$ cat src/rtl/i2c_srx_pkg.sv
package i2c_srx_pkg;
  typedef enum logic [1:0] {
    ST_IDLE = 2'd0,
    ST_ADDR = 2'd1,
    ST_DATA = 2'd2,
    ST_SKIP = 2'd3
  } srx_state_e;
endpackage

$ cat src/rtl/i2c_srx_sync.sv
module i2c_srx_sync #(
  parameter int WIDTH  = 2,
  parameter int STAGES = 2
) (
  input  logic             clk_i,
  input  logic             rst_ni,
  input  logic [WIDTH-1:0] d_i,
  output logic [WIDTH-1:0] q_o
);
  logic [WIDTH-1:0] pipe_q [STAGES];

  // bus idles high, so reset to 1
  always_ff @(posedge clk_i or negedge rst_ni) begin
    if (!rst_ni) pipe_q[0] <= '1;
    else         pipe_q[0] <= d_i;
  end

  for (genvar s = 1; s < STAGES; s++) begin : g_stage
    always_ff @(posedge clk_i or negedge rst_ni) begin
      if (!rst_ni) pipe_q[s] <= '1;
      else         pipe_q[s] <= pipe_q[s-1];
    end
  end

  assign q_o = pipe_q[STAGES-1];
endmodule

$ cat src/rtl/i2c_srx_cond.sv
module i2c_srx_cond (
  input  logic clk_i,
  input  logic rst_ni,
  input  logic scl_s_i,
  input  logic sda_s_i,
  output logic scl_rise_o,
  output logic scl_fall_o,
  output logic start_o,
  output logic stop_o
);
  logic scl_q, sda_q;

  always_ff @(posedge clk_i or negedge rst_ni) begin
    if (!rst_ni) begin
      scl_q <= 1'b1;
      sda_q <= 1'b1;
    end else begin
      scl_q <= scl_s_i;
      sda_q <= sda_s_i;
    end
  end

  assign scl_rise_o = scl_s_i & ~scl_q;
  assign scl_fall_o = ~scl_s_i & scl_q;
  assign start_o    = scl_s_i & scl_q & sda_q & ~sda_s_i;
  assign stop_o     = scl_s_i & scl_q & ~sda_q & sda_s_i;
endmodule

$ cat src/rtl/i2c_srx_frame.sv
module i2c_srx_frame
  import i2c_srx_pkg::*;
#(
  parameter int ADDR_W = 7,
  parameter int DATA_W = 8
) (
  input  logic              clk_i,
  input  logic              rst_ni,
  input  logic              enable_i,
  input  logic [ADDR_W-1:0] own_addr_i,
  input  logic              ack_nack_i,
  input  logic              rd_strobe_i,
  input  logic              sda_s_i,
  input  logic              scl_rise_i,
  input  logic              scl_fall_i,
  input  logic              start_i,
  input  logic              stop_i,
  output logic              sda_drv_o,
  output logic              scl_hold_o,
  output logic [DATA_W-1:0] data_o,
  output logic              full_o
);
  localparam int CNT_W = $clog2(DATA_W + 2);
  localparam logic [CNT_W-1:0] LAST_BIT = CNT_W'(DATA_W);
  localparam logic [CNT_W-1:0] ACK_BIT  = CNT_W'(DATA_W + 1);

  srx_state_e        state_q;
  logic [CNT_W-1:0]  cnt_q;
  logic [DATA_W-1:0] shift_q, data_q;
  logic              full_q, ack_lvl_q, accept_q, sda_drv_q, scl_hold_q;
  logic              addr_hit, accept_now, active;

  always_comb begin
    addr_hit   = (shift_q[DATA_W-1 -: ADDR_W] == own_addr_i) && !shift_q[0];
    accept_now = (state_q == ST_DATA) || ((state_q == ST_ADDR) && addr_hit);
    active     = (state_q == ST_ADDR) || (state_q == ST_DATA);
  end

  always_ff @(posedge clk_i or negedge rst_ni) begin
    if (!rst_ni) begin
      state_q    <= ST_IDLE;
      cnt_q      <= '0;
      shift_q    <= '0;
      data_q     <= '0;
      full_q     <= 1'b0;
      ack_lvl_q  <= 1'b0;
      accept_q   <= 1'b0;
      sda_drv_q  <= 1'b0;
      scl_hold_q <= 1'b0;
    end else begin
      if (rd_strobe_i) begin
        full_q     <= 1'b0;
        scl_hold_q <= 1'b0;
      end
      if (!enable_i) begin
        state_q    <= ST_IDLE;
        cnt_q      <= '0;
        accept_q   <= 1'b0;
        sda_drv_q  <= 1'b0;
        scl_hold_q <= 1'b0;
      end else if (start_i) begin
        state_q   <= ST_ADDR;
        cnt_q     <= '0;
        accept_q  <= 1'b0;
        sda_drv_q <= 1'b0;
      end else if (stop_i) begin
        state_q    <= ST_IDLE;
        cnt_q      <= '0;
        accept_q   <= 1'b0;
        sda_drv_q  <= 1'b0;
        scl_hold_q <= 1'b0;
      end else if (active) begin
        if (scl_rise_i) begin
          if (cnt_q == '0) ack_lvl_q <= ack_nack_i;  // per-frame capture
          if (cnt_q < LAST_BIT) begin
            shift_q <= {shift_q[DATA_W-2:0], sda_s_i};
            cnt_q   <= cnt_q + 1'b1;
          end else if (cnt_q == LAST_BIT) begin
            cnt_q <= ACK_BIT;
            if (accept_q) begin
              data_q <= shift_q;
              full_q <= 1'b1;
            end
          end
        end
        if (scl_fall_i) begin
          if (cnt_q == LAST_BIT) begin
            accept_q  <= accept_now;
            sda_drv_q <= accept_now && !ack_lvl_q;
            if (accept_now && full_q && !rd_strobe_i) scl_hold_q <= 1'b1;
            if (!accept_now) state_q <= ST_SKIP;
          end else if (cnt_q == ACK_BIT) begin
            sda_drv_q <= 1'b0;
            cnt_q     <= '0;
            if (state_q == ST_ADDR) state_q <= ST_DATA;
          end
        end
      end
    end
  end

  assign sda_drv_o  = sda_drv_q;
  assign scl_hold_o = scl_hold_q;
  assign data_o     = data_q;
  assign full_o     = full_q;

  p_ack_window_r3: assert property (@(posedge clk_i) disable iff (!rst_ni)
    sda_drv_q |-> accept_q && (cnt_q == LAST_BIT || cnt_q == ACK_BIT));

  p_load_on_rise_r4: assert property (@(posedge clk_i) disable iff (!rst_ni)
    $rose(full_q) |-> $past(scl_rise_i) && $past(accept_q));

  p_read_clears_r5: assert property (@(posedge clk_i) disable iff (!rst_ni)
    rd_strobe_i && !scl_rise_i |=> !full_q);

  p_hold_needs_full_r6: assert property (@(posedge clk_i) disable iff (!rst_ni)
    $rose(scl_hold_q) |-> full_q);

  p_hold_drop_r6: assert property (@(posedge clk_i) disable iff (!rst_ni)
    rd_strobe_i |=> !scl_hold_q);

  p_skip_silent_r8: assert property (@(posedge clk_i) disable iff (!rst_ni)
    state_q == ST_SKIP |-> !sda_drv_q && !scl_hold_q);

  p_stop_release_r9: assert property (@(posedge clk_i) disable iff (!rst_ni)
    stop_i && enable_i |=> state_q == ST_IDLE && !sda_drv_q && !scl_hold_q);

  p_restart_addr_r10: assert property (@(posedge clk_i) disable iff (!rst_ni)
    start_i && enable_i |=> state_q == ST_ADDR && cnt_q == '0);
endmodule

$ cat src/rtl/i2c_slave_rx.sv
module i2c_slave_rx #(
  parameter int ADDR_W      = 7,
  parameter int DATA_W      = 8,
  parameter int SYNC_STAGES = 2
) (
  input  logic              clk_i,
  input  logic              rst_ni,
  input  logic              enable_i,
  input  logic [ADDR_W-1:0] own_addr_i,
  input  logic              ack_nack_i,
  input  logic              rd_strobe_i,
  input  logic              scl_i,
  input  logic              sda_i,
  output logic              scl_drive_low_o,
  output logic              sda_drive_low_o,
  output logic [DATA_W-1:0] rx_data_o,
  output logic              rx_full_o
);
  logic [1:0] line_s;
  logic       scl_rise, scl_fall, start_det, stop_det;

  i2c_srx_sync #(.WIDTH(2), .STAGES(SYNC_STAGES)) u_sync (
    .clk_i  (clk_i),
    .rst_ni (rst_ni),
    .d_i    ({scl_i, sda_i}),
    .q_o    (line_s)
  );

  i2c_srx_cond u_cond (
    .clk_i      (clk_i),
    .rst_ni     (rst_ni),
    .scl_s_i    (line_s[1]),
    .sda_s_i    (line_s[0]),
    .scl_rise_o (scl_rise),
    .scl_fall_o (scl_fall),
    .start_o    (start_det),
    .stop_o     (stop_det)
  );

  i2c_srx_frame #(.ADDR_W(ADDR_W), .DATA_W(DATA_W)) u_frame (
    .clk_i       (clk_i),
    .rst_ni      (rst_ni),
    .enable_i    (enable_i),
    .own_addr_i  (own_addr_i),
    .ack_nack_i  (ack_nack_i),
    .rd_strobe_i (rd_strobe_i),
    .sda_s_i     (line_s[0]),
    .scl_rise_i  (scl_rise),
    .scl_fall_i  (scl_fall),
    .start_i     (start_det),
    .stop_i      (stop_det),
    .sda_drv_o   (sda_drive_low_o),
    .scl_hold_o  (scl_drive_low_o),
    .data_o      (rx_data_o),
    .full_o      (rx_full_o)
  );

  p_quiet_when_off_r1: assert property (@(posedge clk_i) disable iff (!rst_ni)
    !enable_i |=> !sda_drive_low_o && !scl_drive_low_o);

  p_no_fill_when_off_r1: assert property (@(posedge clk_i) disable iff (!rst_ni)
    !enable_i && !rx_full_o |=> !rx_full_o);
endmodule

$ cat config.mk
export PLATFORM = sky130hd
export DESIGN_NAME = i2c_slave_rx
export DESIGN_NICKNAME = d
export VERILOG_FILES = /design/src/rtl/i2c_srx_pkg.sv /design/src/rtl/i2c_srx_sync.sv /design/src/rtl/i2c_srx_cond.sv /design/src/rtl/i2c_srx_frame.sv /design/src/rtl/i2c_slave_rx.sv
export SDC_FILE = /design/constraint.sdc
export NUM_CORES = 1
export LEC_CHECK = 0
export BUFFER_PORTS_ARGS = -buffer_cell sky130_fd_sc_hd__buf_2
export CAP_MARGIN = 30
export CORE_MARGIN = 2
export CORE_UTILIZATION = 35
export CTS_CLUSTER_DIAMETER = 200
export DETAILED_ROUTE_END_ITERATION = 10
export PLACE_DENSITY = 0.51
export SLEW_MARGIN = 15
export SYNTH_ARGS = -nofsm -noshare
export SYNTH_HDL_FRONTEND = slang
export SYNTH_HIERARCHICAL = 1
export SYNTH_SLANG_ARGS = --single-unit
export TNS_END_PERCENT = 30
$ cat constraint.sdc
create_clock -name clk_i -period 2.71 [get_ports clk_i]
set_input_delay 0.271 -clock clk_i [delete_from_list [all_inputs] [get_ports clk_i]]
set_output_delay 0.271 -clock clk_i [all_outputs]
set_load 0.02 [all_outputs]
==> flow_results.org, run 1 <==
** Routing
- Length of the first detailed-routing pass in iterations :: 4
- Uppermost signal routing layer after detailed routing :: met4
- Detailed Route Iter0 Violations :: slightly below 70
- Once detail routing completed, the nets flagged for antenna violations numbered 0.
- DR vias/cell :: 5.171
- The routed design uses 1535 um of met2 wire.
- Via count of the routed design :: 1117
- In the routed design, unresolved DRC markers number 0.
- DRT Wirelength :: 3170 um
- Wire per inst :: 14.68 um
- In the detailed route, the total length drawn on met3 is 142 um.
- In the final routing, the length of wire on met1 measures 1449 um.

** Setup path
- Counting buffers and inverters, the worst setup path is 6 cells deep.
- STA classifies the critical path endpoint as a flop.
- Library cell contributing the largest single delay on the critical path :: sky130_fd_sc_hd__dfstp_2
- In this run the critical register-to-register path is captured at u_frame/data_o[5].
- Worst-path maximum fanout :: 8
- R2R Setup Slk :: 0.33 ns
- Buf+Inv Stages, Crit Path :: 0
- Worst path cell trace :: and4b_1 -> or3b_1 -> nor2_2 -> nand2_1 -> or4_4 -> mux2_4
- Delay of the slowest cell on the worst path :: between 0.5 and 0.6 ns
- Data arrival at the endpoint of the critical path :: 2.56 ns
- In this run the worst setup path terminates at u_frame/data_o[5].
- STA classifies the critical path startpoint as a flop.
- Worst flop-to-flop path startpoint :: u_sync/q_o[0]
- At the worst endpoint, the required time is 2.89 ns.
- The worst setup path is of the flop to flop kind.
- The critical path starts at u_sync/q_o[0].
- The number of cells on the worst reg-to-reg path is 6.
- Gate family responsible for the most delay along the worst path :: simple AND/OR/NAND/NOR gates

** Yosys
- #FFs+latches synth :: 33
- Netlist area before placement :: 1638 um^2
- Mean post-synth cell area :: 12.13 um^2
- After synthesis, flip-flops and latches occupy around half of the total area.
- Yosys instantiated no cell more often than sky130_fd_sc_hd__dfrtp_1.
- The number of different library cells used by synthesis comes to 41.
- For this run, the leading register cell type out of synthesis is sky130_fd_sc_hd__dfrtp_1.
- Async set-or-reset flop fraction in the synthesized netlist :: 100.0%
- Synth Warn # :: 6
- The number of nets in the synthesized netlist is ~150.
- The synthesized design devotes to its leading area cell type 41.25% of total area.
- Number of enable flip-flop cells after synthesis :: 0
- Synth area leader :: sky130_fd_sc_hd__dfrtp_1
- Counting every instance in the synthesized netlist gives 135.
- Most area-consuming cells after synthesis :: sky130_fd_sc_hd__dfrtp_1, sky130_fd_sc_hd__dfstp_2, sky130_fd_sc_hd__mux2_4
- After synthesis, the most frequently instantiated cells are sky130_fd_sc_hd__dfrtp_1, sky130_fd_sc_hd__mux2_2, sky130_fd_sc_hd__mux2_4.

** Place
- Number of buffers inserted by port buffering :: 24
- Once detailed placement completed, the half-perimeter wirelength came to 2330 um.
- Before CTS, the worst setup slack after placement is 0.3221 ns.
- Once placement completed, the tool counted placed cells totaling approximately 210.
- Global placer's final weighted congestion :: 0.8754

** Cells and area
- 0 antenna diodes ended up in the layout.
- In the final layout, the share of cells above drive strength 1 is 37.20%.
- At the end of the flow, the number of nets in the layout was around 180.
- Excluding fillers, the count of instances in the completed layout stands at 216.
- Cells fill between 40% and 50% of the core in the end.
- Synthesis-to-finish area growth :: 16.81%

** Power and ir drop
- Fraction of power spent switching nets :: between 20% and 30%
- Pint :: 828.2 uW
- Of the total power, combinational logic draws under 10%.
- The clock network is responsible for a little under half of the overall power.
- Power per cell area :: 545.6 nW/um^2
- Across the VDD grid, the largest voltage drop is 0.4266 mV.
- Switching power summed over all nets :: 215.6 uW
- Sequential cells burn 49.3% of the power.
- Cell leakage power :: 0.9303 nW

** GRT
- Global-route wire length before repair :: 5547 um
- Via count of the first global-routing pass :: 1177
- Entering global routing, the biggest net connects 34 pins.
- All-Layer GR Usage :: between 10% and 20%
- The number of antenna violations at the first check in global routing was 0.
- Global routing finished with a remaining overflow of 0.

** Floorplanning
- Die boundary height :: between 70 and 80 um
- DIE WIDTH :: roughly 72 um
- 25 I/O pins were placed.
- After floorplanning, the core was divided into 24 placement rows.
- The floorplan step defined a core boundary enclosing 4444 um^2.
- For this configuration, the core starts out at a cell density of between 30% and 40%.
- The die covers 5242 um^2.

** STA
- Post-layout min period :: 2.382 ns
- Setup slack on the critical path of the routed design comes to roughly 0.33 ns.
- On the final layout, the worst clock skew is just over 0.01 ns.
- Final-report max-slew violation count :: 0
- RSZ-0062 raised after global routing :: false
- Final-layout worst hold slack :: 0.03274 ns
- Setup violations remaining at the end of the flow were counted as 0.
- Post-route fraction of the period consumed by the critical path :: 87.90%
- Highest attainable clock frequency :: between 400 and 500 MHz
- Headroom to the max-slew limit came out at 51.32%.
- Setup total negative slack on the finished layout was measured at 0 ns.
- Final number of hold-violating endpoints :: 0
- Worst Max-Slew Pin Slew :: 0.7302 ns

** Clock tree
- Clock-pin slew was measured on the worst setup and hold paths at 0.07 ns.
- Root buffer selected by CTS :: sky130_fd_sc_hd__clkbuf_8
- The clock tree synthesis step divided the H-tree into 2 levels.
- Maximum root-to-sink buffer count :: 2
- TritonCTS built the clock tree.
- Clock buffer count from CTS :: 5
- Buffers inserted by post-CTS timing repair :: 0
- Clock insertion delay at the later pin of the skew report :: 0.29 ns
- Post-CTS repair changed the size of 0 cells.
- Number of sinks driven by the clock tree :: 33
- In this run, post-CTS hold repair placed 0 buffers.

** Hold path
- Worst min-delay path class :: primary input to async pin

** Job
- Maximum capacitance violations :: 0

** Status
- Result of the run :: finished, final reports clean
registers in the layout (all words and copies together) (netlist names):
| signal | cells |
|---|---|
| u_frame/shift_q | 8 |
| u_frame/data_o | 8 |
| u_cond/sda_q | 1 |
| u_frame/sda_drv_o | 1 |
| u_frame/scl_hold_o | 1 |
| u_frame/cnt_q | 4 |
| u_sync/q_o | 2 |
| u_frame/accept_q | 1 |
| u_cond/scl_q | 1 |
| u_sync/pipe_q | 2 |
| u_frame/state_q | 2 |
| u_frame/full_o | 1 |
| u_frame/ack_lvl_q | 1 |
cell families (layout without fill, tap and decap cells):
group | count (synthesis) | count (layout) | share of synthesized area, %
AO/OA/AOI/OAI | 20 | 20 | 8.023
XOR/XNOR | 8 | 8 | 4.278
adder cells (fa/ha/maj) | 5 | 5 | 3.820
buffers and inverters | 11 | 40 | 3.895
flip-flops | 33 | 33 | 50.88
multiplexers | 17 | 17 | 13.52
AND/OR/NAND/NOR | 41 | 41 | 15.58
routing by layer:
metal	global-route usage (%)	up-vias
li1	-	534
met1	17.24	560
met2	22.43	17
met3	5.000	6
met4	5.761	0
met5	0	-
layout by cell type (no fill, tap or decap), types with 2 or more instances in the layout:
cell,Yosys,routed
sky130_fd_sc_hd__nand2_1,5,5
sky130_fd_sc_hd__ha_1,5,5
sky130_fd_sc_hd__nor3b_1,2,2
sky130_fd_sc_hd__buf_4,2,2
sky130_fd_sc_hd__xnor2_1,3,3
sky130_fd_sc_hd__buf_2,0,24
sky130_fd_sc_hd__xor2_1,5,5
sky130_fd_sc_hd__o21ai_0,4,4
sky130_fd_sc_hd__dfstp_2,6,6
sky130_fd_sc_hd__clkbuf_8,0,6
sky130_fd_sc_hd__and4b_1,2,2
sky130_fd_sc_hd__a21oi_1,6,6
sky130_fd_sc_hd__nor2_1,6,6
sky130_fd_sc_hd__nor3_1,4,4
sky130_fd_sc_hd__dfrtp_1,27,27
sky130_fd_sc_hd__inv_1,6,6
sky130_fd_sc_hd__nor2b_1,4,4
sky130_fd_sc_hd__nand3b_1,2,2
sky130_fd_sc_hd__and3_1,2,2
sky130_fd_sc_hd__nor4_1,3,3
sky130_fd_sc_hd__mux2_2,9,9
sky130_fd_sc_hd__nand2b_1,3,3
sky130_fd_sc_hd__mux2_4,8,8
area by class of cell:
class	count	area, um^2
Clock buffer	7	86.33
Inverter	6	22.52
Timing Repair Buffer	26	135.1
Sequential cell	33	833.3
Fill cell	443	2531
Clock inverter	1	30.03
Tap cell	52	65.06
Multi-Input combinational cell	91	740.7
worst reg2reg max path: cells and delay by family, from the launching register on:
kind             cells  cell delay [ns]
DFF                  1             0.55
muxes                1             0.34
and+or+nand+nor      5             1.40
power by group through the flow:
stage / Sequential, mW / Combinational [mW] / Clock (mW)
3_5_place_dp: 0.523 / 0.0503 / 0
2_1_floorplan: 0.520 / 0.0282 / 0
6_report: 0.514 / 0.0492 / 0.480
4_1_cts: 0.515 / 0.0505 / 0.494
5_1_grt: 0.516 / 0.0553 / 0.525
3_3_place_gp: 0.523 / 0.0497 / 0
worst min-delay path by stage:
| stage | from | end | slack [ns] | cells after the start |
|---|---|---|---|---|
| detailed placement | u_sync/pipe_q[2] | u_sync/q_o[0] | 0.35 | 0 |
| finish | rst_ni | u_frame/shift_q[5] | 0.03 | 1 |
| global placement | u_sync/pipe_q[3] | u_sync/q_o[1] | 0.35 | 0 |
| floorplan | rst_ni | u_frame/accept_q | -0.02 | 0 |
| CTS | rst_ni | u_frame/ack_lvl_q | 0.06 | 1 |
| global route | scl_i | u_sync/pipe_q[3] | 0.07 | 1 |
through the flow:
stage,power [mW],cell area [um^2]
floorplan,0.5482,1638
global placement,0.5731,1797
detailed placement,0.5738,1797
CTS,1.059,1913
global route,1.096,1913
finish,1.044,1913
Note: power is estimated with default switching activity, not from simulation.
==> inputs of run 2 (changes only) <==
PLACE_DENSITY = unset   (was 0.51)
SYNTH_HIERARCHICAL = unset   (was 1)
==> run 2 against run 1 <==
Net effect:
- final cell count up 0.93%
- synthesized area down 2.0%
- setup slack better by 0.32 ns
- utilization up 0.16 points
- critical endpoint is now u_frame.data_o[3]
- non-clock buffer count down 2
- fmax up 15%
- critical path depth unchanged
- design area down 0.98%
- sequential share of layout area up 0.43 points
- wire length up 3.6%
==> flow_results.org, run 2 <==
** Place
- Global placer's final weighted congestion :: between 0.8 and 0.9
- Number of buffers inserted by port buffering :: 24
- HPWL after detailed placement :: 2384 um
- Placement Cell Area :: 1787 um^2

** STA
- For the pin with the worst max-slew slack, the measured transition is 0.7306 ns.
- Summed negative setup slack over all endpoints :: 0 ns
- The worst pin sits at a relative slew slack of a little over 50%.
- The worst path needs 2.063 ns of the cycle, external delays included.
- Final-report max-slew violation count :: 0
- Clock skew on the completed layout was measured at approximately 0.0067 ns.
- Final setup violation count :: 0
- RSZ-0062 raised after global routing :: false
- The total count of hold-check failures in the final report came to 0.
- Based on the critical path, the design can be clocked at up to 484.7 MHz.
- Post-route fraction of the period consumed by the critical path :: 76.13%

** Yosys
- The cell area that synthesis handed to floorplanning was 1605 um^2.
- The top cell type by area accounts for 42.09% of the synthesized area.
- #FFs+latches synth :: 33
- Most used standard cells in the synthesized netlist :: sky130_fd_sc_hd__dfrtp_1, sky130_fd_sc_hd__mux2_2, sky130_fd_sc_hd__nand2_1
- Of all flip-flops after synthesis, the portion carrying an async set or reset was 100.0%.
- Yosys attributes the largest share of cell area to sky130_fd_sc_hd__dfrtp_1, sky130_fd_sc_hd__mux2_2, sky130_fd_sc_hd__dfstp_2.
- Register area share after synthesis :: 51.91%
- Dominant register cell in the synthesized netlist :: sky130_fd_sc_hd__dfrtp_1
- The synthesized design spends more area on one cell type than any other, namely sky130_fd_sc_hd__dfrtp_1.
- Number of enable flip-flop cells after synthesis :: 0
- Number of nets produced by synthesis :: 154
- Number of distinct library cells after synthesis :: 38
- Synth Warn # :: 0
- Cells after synthesis :: around 140
- Mean post-synth cell area :: 11.89 um^2
- Most repeated cell in the gate-level netlist after synthesis :: sky130_fd_sc_hd__dfrtp_1

** Routing
- In the routed layout, each cell is associated on average with a via count of 5.202.
- In the final routed layout, each cell accounts on average for roughly 15 um.
- Remaining number of nets flagged by the antenna check after routing :: 0
- The detailed router finished its first iteration with 67 violations.
- Length of the first detailed-routing pass in iterations :: 4
- Wires add up to 3285 um.
- Via count of the routed design :: about 1100
- Drt drc :: 0

** GRT
- Entering global routing, the biggest net connects 34 pins.
- Via count of the first global-routing pass :: approximately 1100
- Global-route wire length before repair :: 5582 um
- After global routing the overflow that remains totals 0.
- For this run, the total global-route usage over all layers was measured as 14.21%.
- Number of antenna violations at the first check in global routing :: 0

** Cells and area
- Summing all flip-flop and latch instances after layout gives 833.3 um^2.
- Top library cells by usage in the layout, fill and taps aside :: sky130_fd_sc_hd__dfrtp_1, sky130_fd_sc_hd__buf_2, sky130_fd_sc_hd__mux2_2, sky130_fd_sc_hd__nand2_1
- Antenna diodes :: 0
- Filler Cell Count :: 432
- Layout cells sized above 1 :: 35.54%
- Most common cell after layout, fill and taps aside :: sky130_fd_sc_hd__dfrtp_1
- Synthesis-to-finish area growth :: 18.00%
- # nets final :: 184
- Area of the multi-input gates :: 745.7 um^2
- After routing the design area is 1894 um^2.

** Clock tree
- Once the clock tree was built, the setup fixing pass inserted 0 buffers.
- The clock drives 33 sinks.
- Clock tree synthesis inserted a total of 5 buffers.
- H-Tree Level Count :: 2
- Number of hold buffers added after cts :: 0
- Maximum root-to-sink buffer count :: 2
- CTS clock-pin slew for the worst setup and hold paths :: 0.07 ns
- In this run the clock root is driven by a sky130_fd_sc_hd__clkbuf_8.
- Gates resized during post-CTS repair numbered 0.
- Clock insertion delay at the later pin of the skew report :: 0.28 ns
- TritonCTS built the clock tree.

** Setup path
- At the worst endpoint, the arrival time is 2.23 ns.
- The critical path in this run is classified as flop to flop.
- Of all nets on the critical path, the largest fanout is 8.
- CP required :: ~2.9 ns
- Startpoint Class :: flop
- Critical Path Sink Type :: flop

** Power and ir drop
- Power per cell area :: ~590 nW/um^2
- VDD sags by at most 0.2833 mV.
- Cell leakage power :: 0.9004 nW
- Overall power consumption after layout is estimated at roughly 1.1 mW.

** Floorplanning
- Number of top-level design ports :: 25
- In this run the vertical extent of the chip is roughly 72 um.
- Floorplan die area :: 5144 um^2
- The die is 71.73 um wide.
- The total area inside the core boundary comes to 4384 um^2.
- For this configuration, the core starts out at a cell density of between 30 and 40%.
- The floorplan has 24 rows.

** Hold path
- The tightest min-delay check is of the primary input to async pin type.

** Status
- The flow ran to the end, and the final reports show no timing, DRC or antenna violations.

** Job
- Maximum capacitance violations :: 0
run 2: cell type report:
class	count	share of cell area, %
clock buffers	6	3.831
multi-input cells	95	39.37
inverters	6	1.189
repair buffers	24	6.341
flip-flops and latches	33	43.99
well taps	52	3.435
clock inverters	2	1.849
run 2: worst max-delay path, cell delays in order (launching register included):
cell and delay (ns):
sky130_fd_sc_hd__dfrtp_1 0.37, sky130_fd_sc_hd__inv_1 0.07, sky130_fd_sc_hd__ha_1 0.38, sky130_fd_sc_hd__nor2_2 0.14
sky130_fd_sc_hd__nand3_2 0.12, sky130_fd_sc_hd__nor4_4 0.47, sky130_fd_sc_hd__mux2_2 0.40
run 2: cells by family after synthesis:
| group | Yosys count | share of synthesized area (%) |
|---|---|---|
| fa+ha+maj | 5 | 3.897 |
| mux | 19 | 13.25 |
| compound gates | 23 | 10.21 |
| xor+xnor | 8 | 4.365 |
| flops | 33 | 51.91 |
| simple gates | 40 | 14.73 |
| buf+inv | 7 | 1.636 |
run 2: where the power goes:
| part | switching, mW | total [mW] | internal (mW) |
|---|---|---|---|
| combinational | 0.0578 | 0.112 | 0.0537 |
| clock | 0.179 | 0.451 | 0.273 |
| sequential | 0.0311 | 0.557 | 0.526 |
run 2: layer usage:
| layer | vias to the layer above | GRT usage (%) | wire (um) |
|---|---|---|---|
| met5 | - | 0 | 0 |
| met1 | 545 | 19.03 | 1607 |
| met2 | 35 | 22.02 | 1447 |
| li1 | 547 | - | - |
| met3 | 7 | 3.938 | 184 |
| met4 | 0 | 5.241 | 46 |
run 2: path summary, 6_finish.rpt:
kind / start / endpoint / slack, ns / cells past startpoint
worst max-delay path: u_frame.state_q[0] / u_frame.data_o[3] / 0.65 / 6
max in group asynchronous: rst_ni / u_frame.data_o[1] / 2.19 / 1
worst min register to register: u_sync.pipe_q[3] / u_sync.q_o[1] / 0.36 / 0
worst min-delay path: rst_ni / u_frame.cnt_q[0] / 0.04 / 1
min in group clk_i: sda_i / u_sync.pipe_q[2] / 0.09 / 1
worst max register to register: u_frame.state_q[0] / u_frame.data_o[3] / 0.65 / 6
run 2: through the flow:
stage | std cells | hold slack, ns | utilization (%) | setup WS [ns]
floorplan | 135 | -0.02459 | - | 0.8869
global placement | 210 | 0.3463 | 40.75 | 0.7170
detailed placement | 210 | 0.3468 | 40.75 | 0.6466
CTS | 218 | 0.07018 | 43.21 | 0.6318
global route | 218 | 0.07242 | 43.21 | 0.5285
finish | 218 | 0.04173 | 43.21 | 0.6468
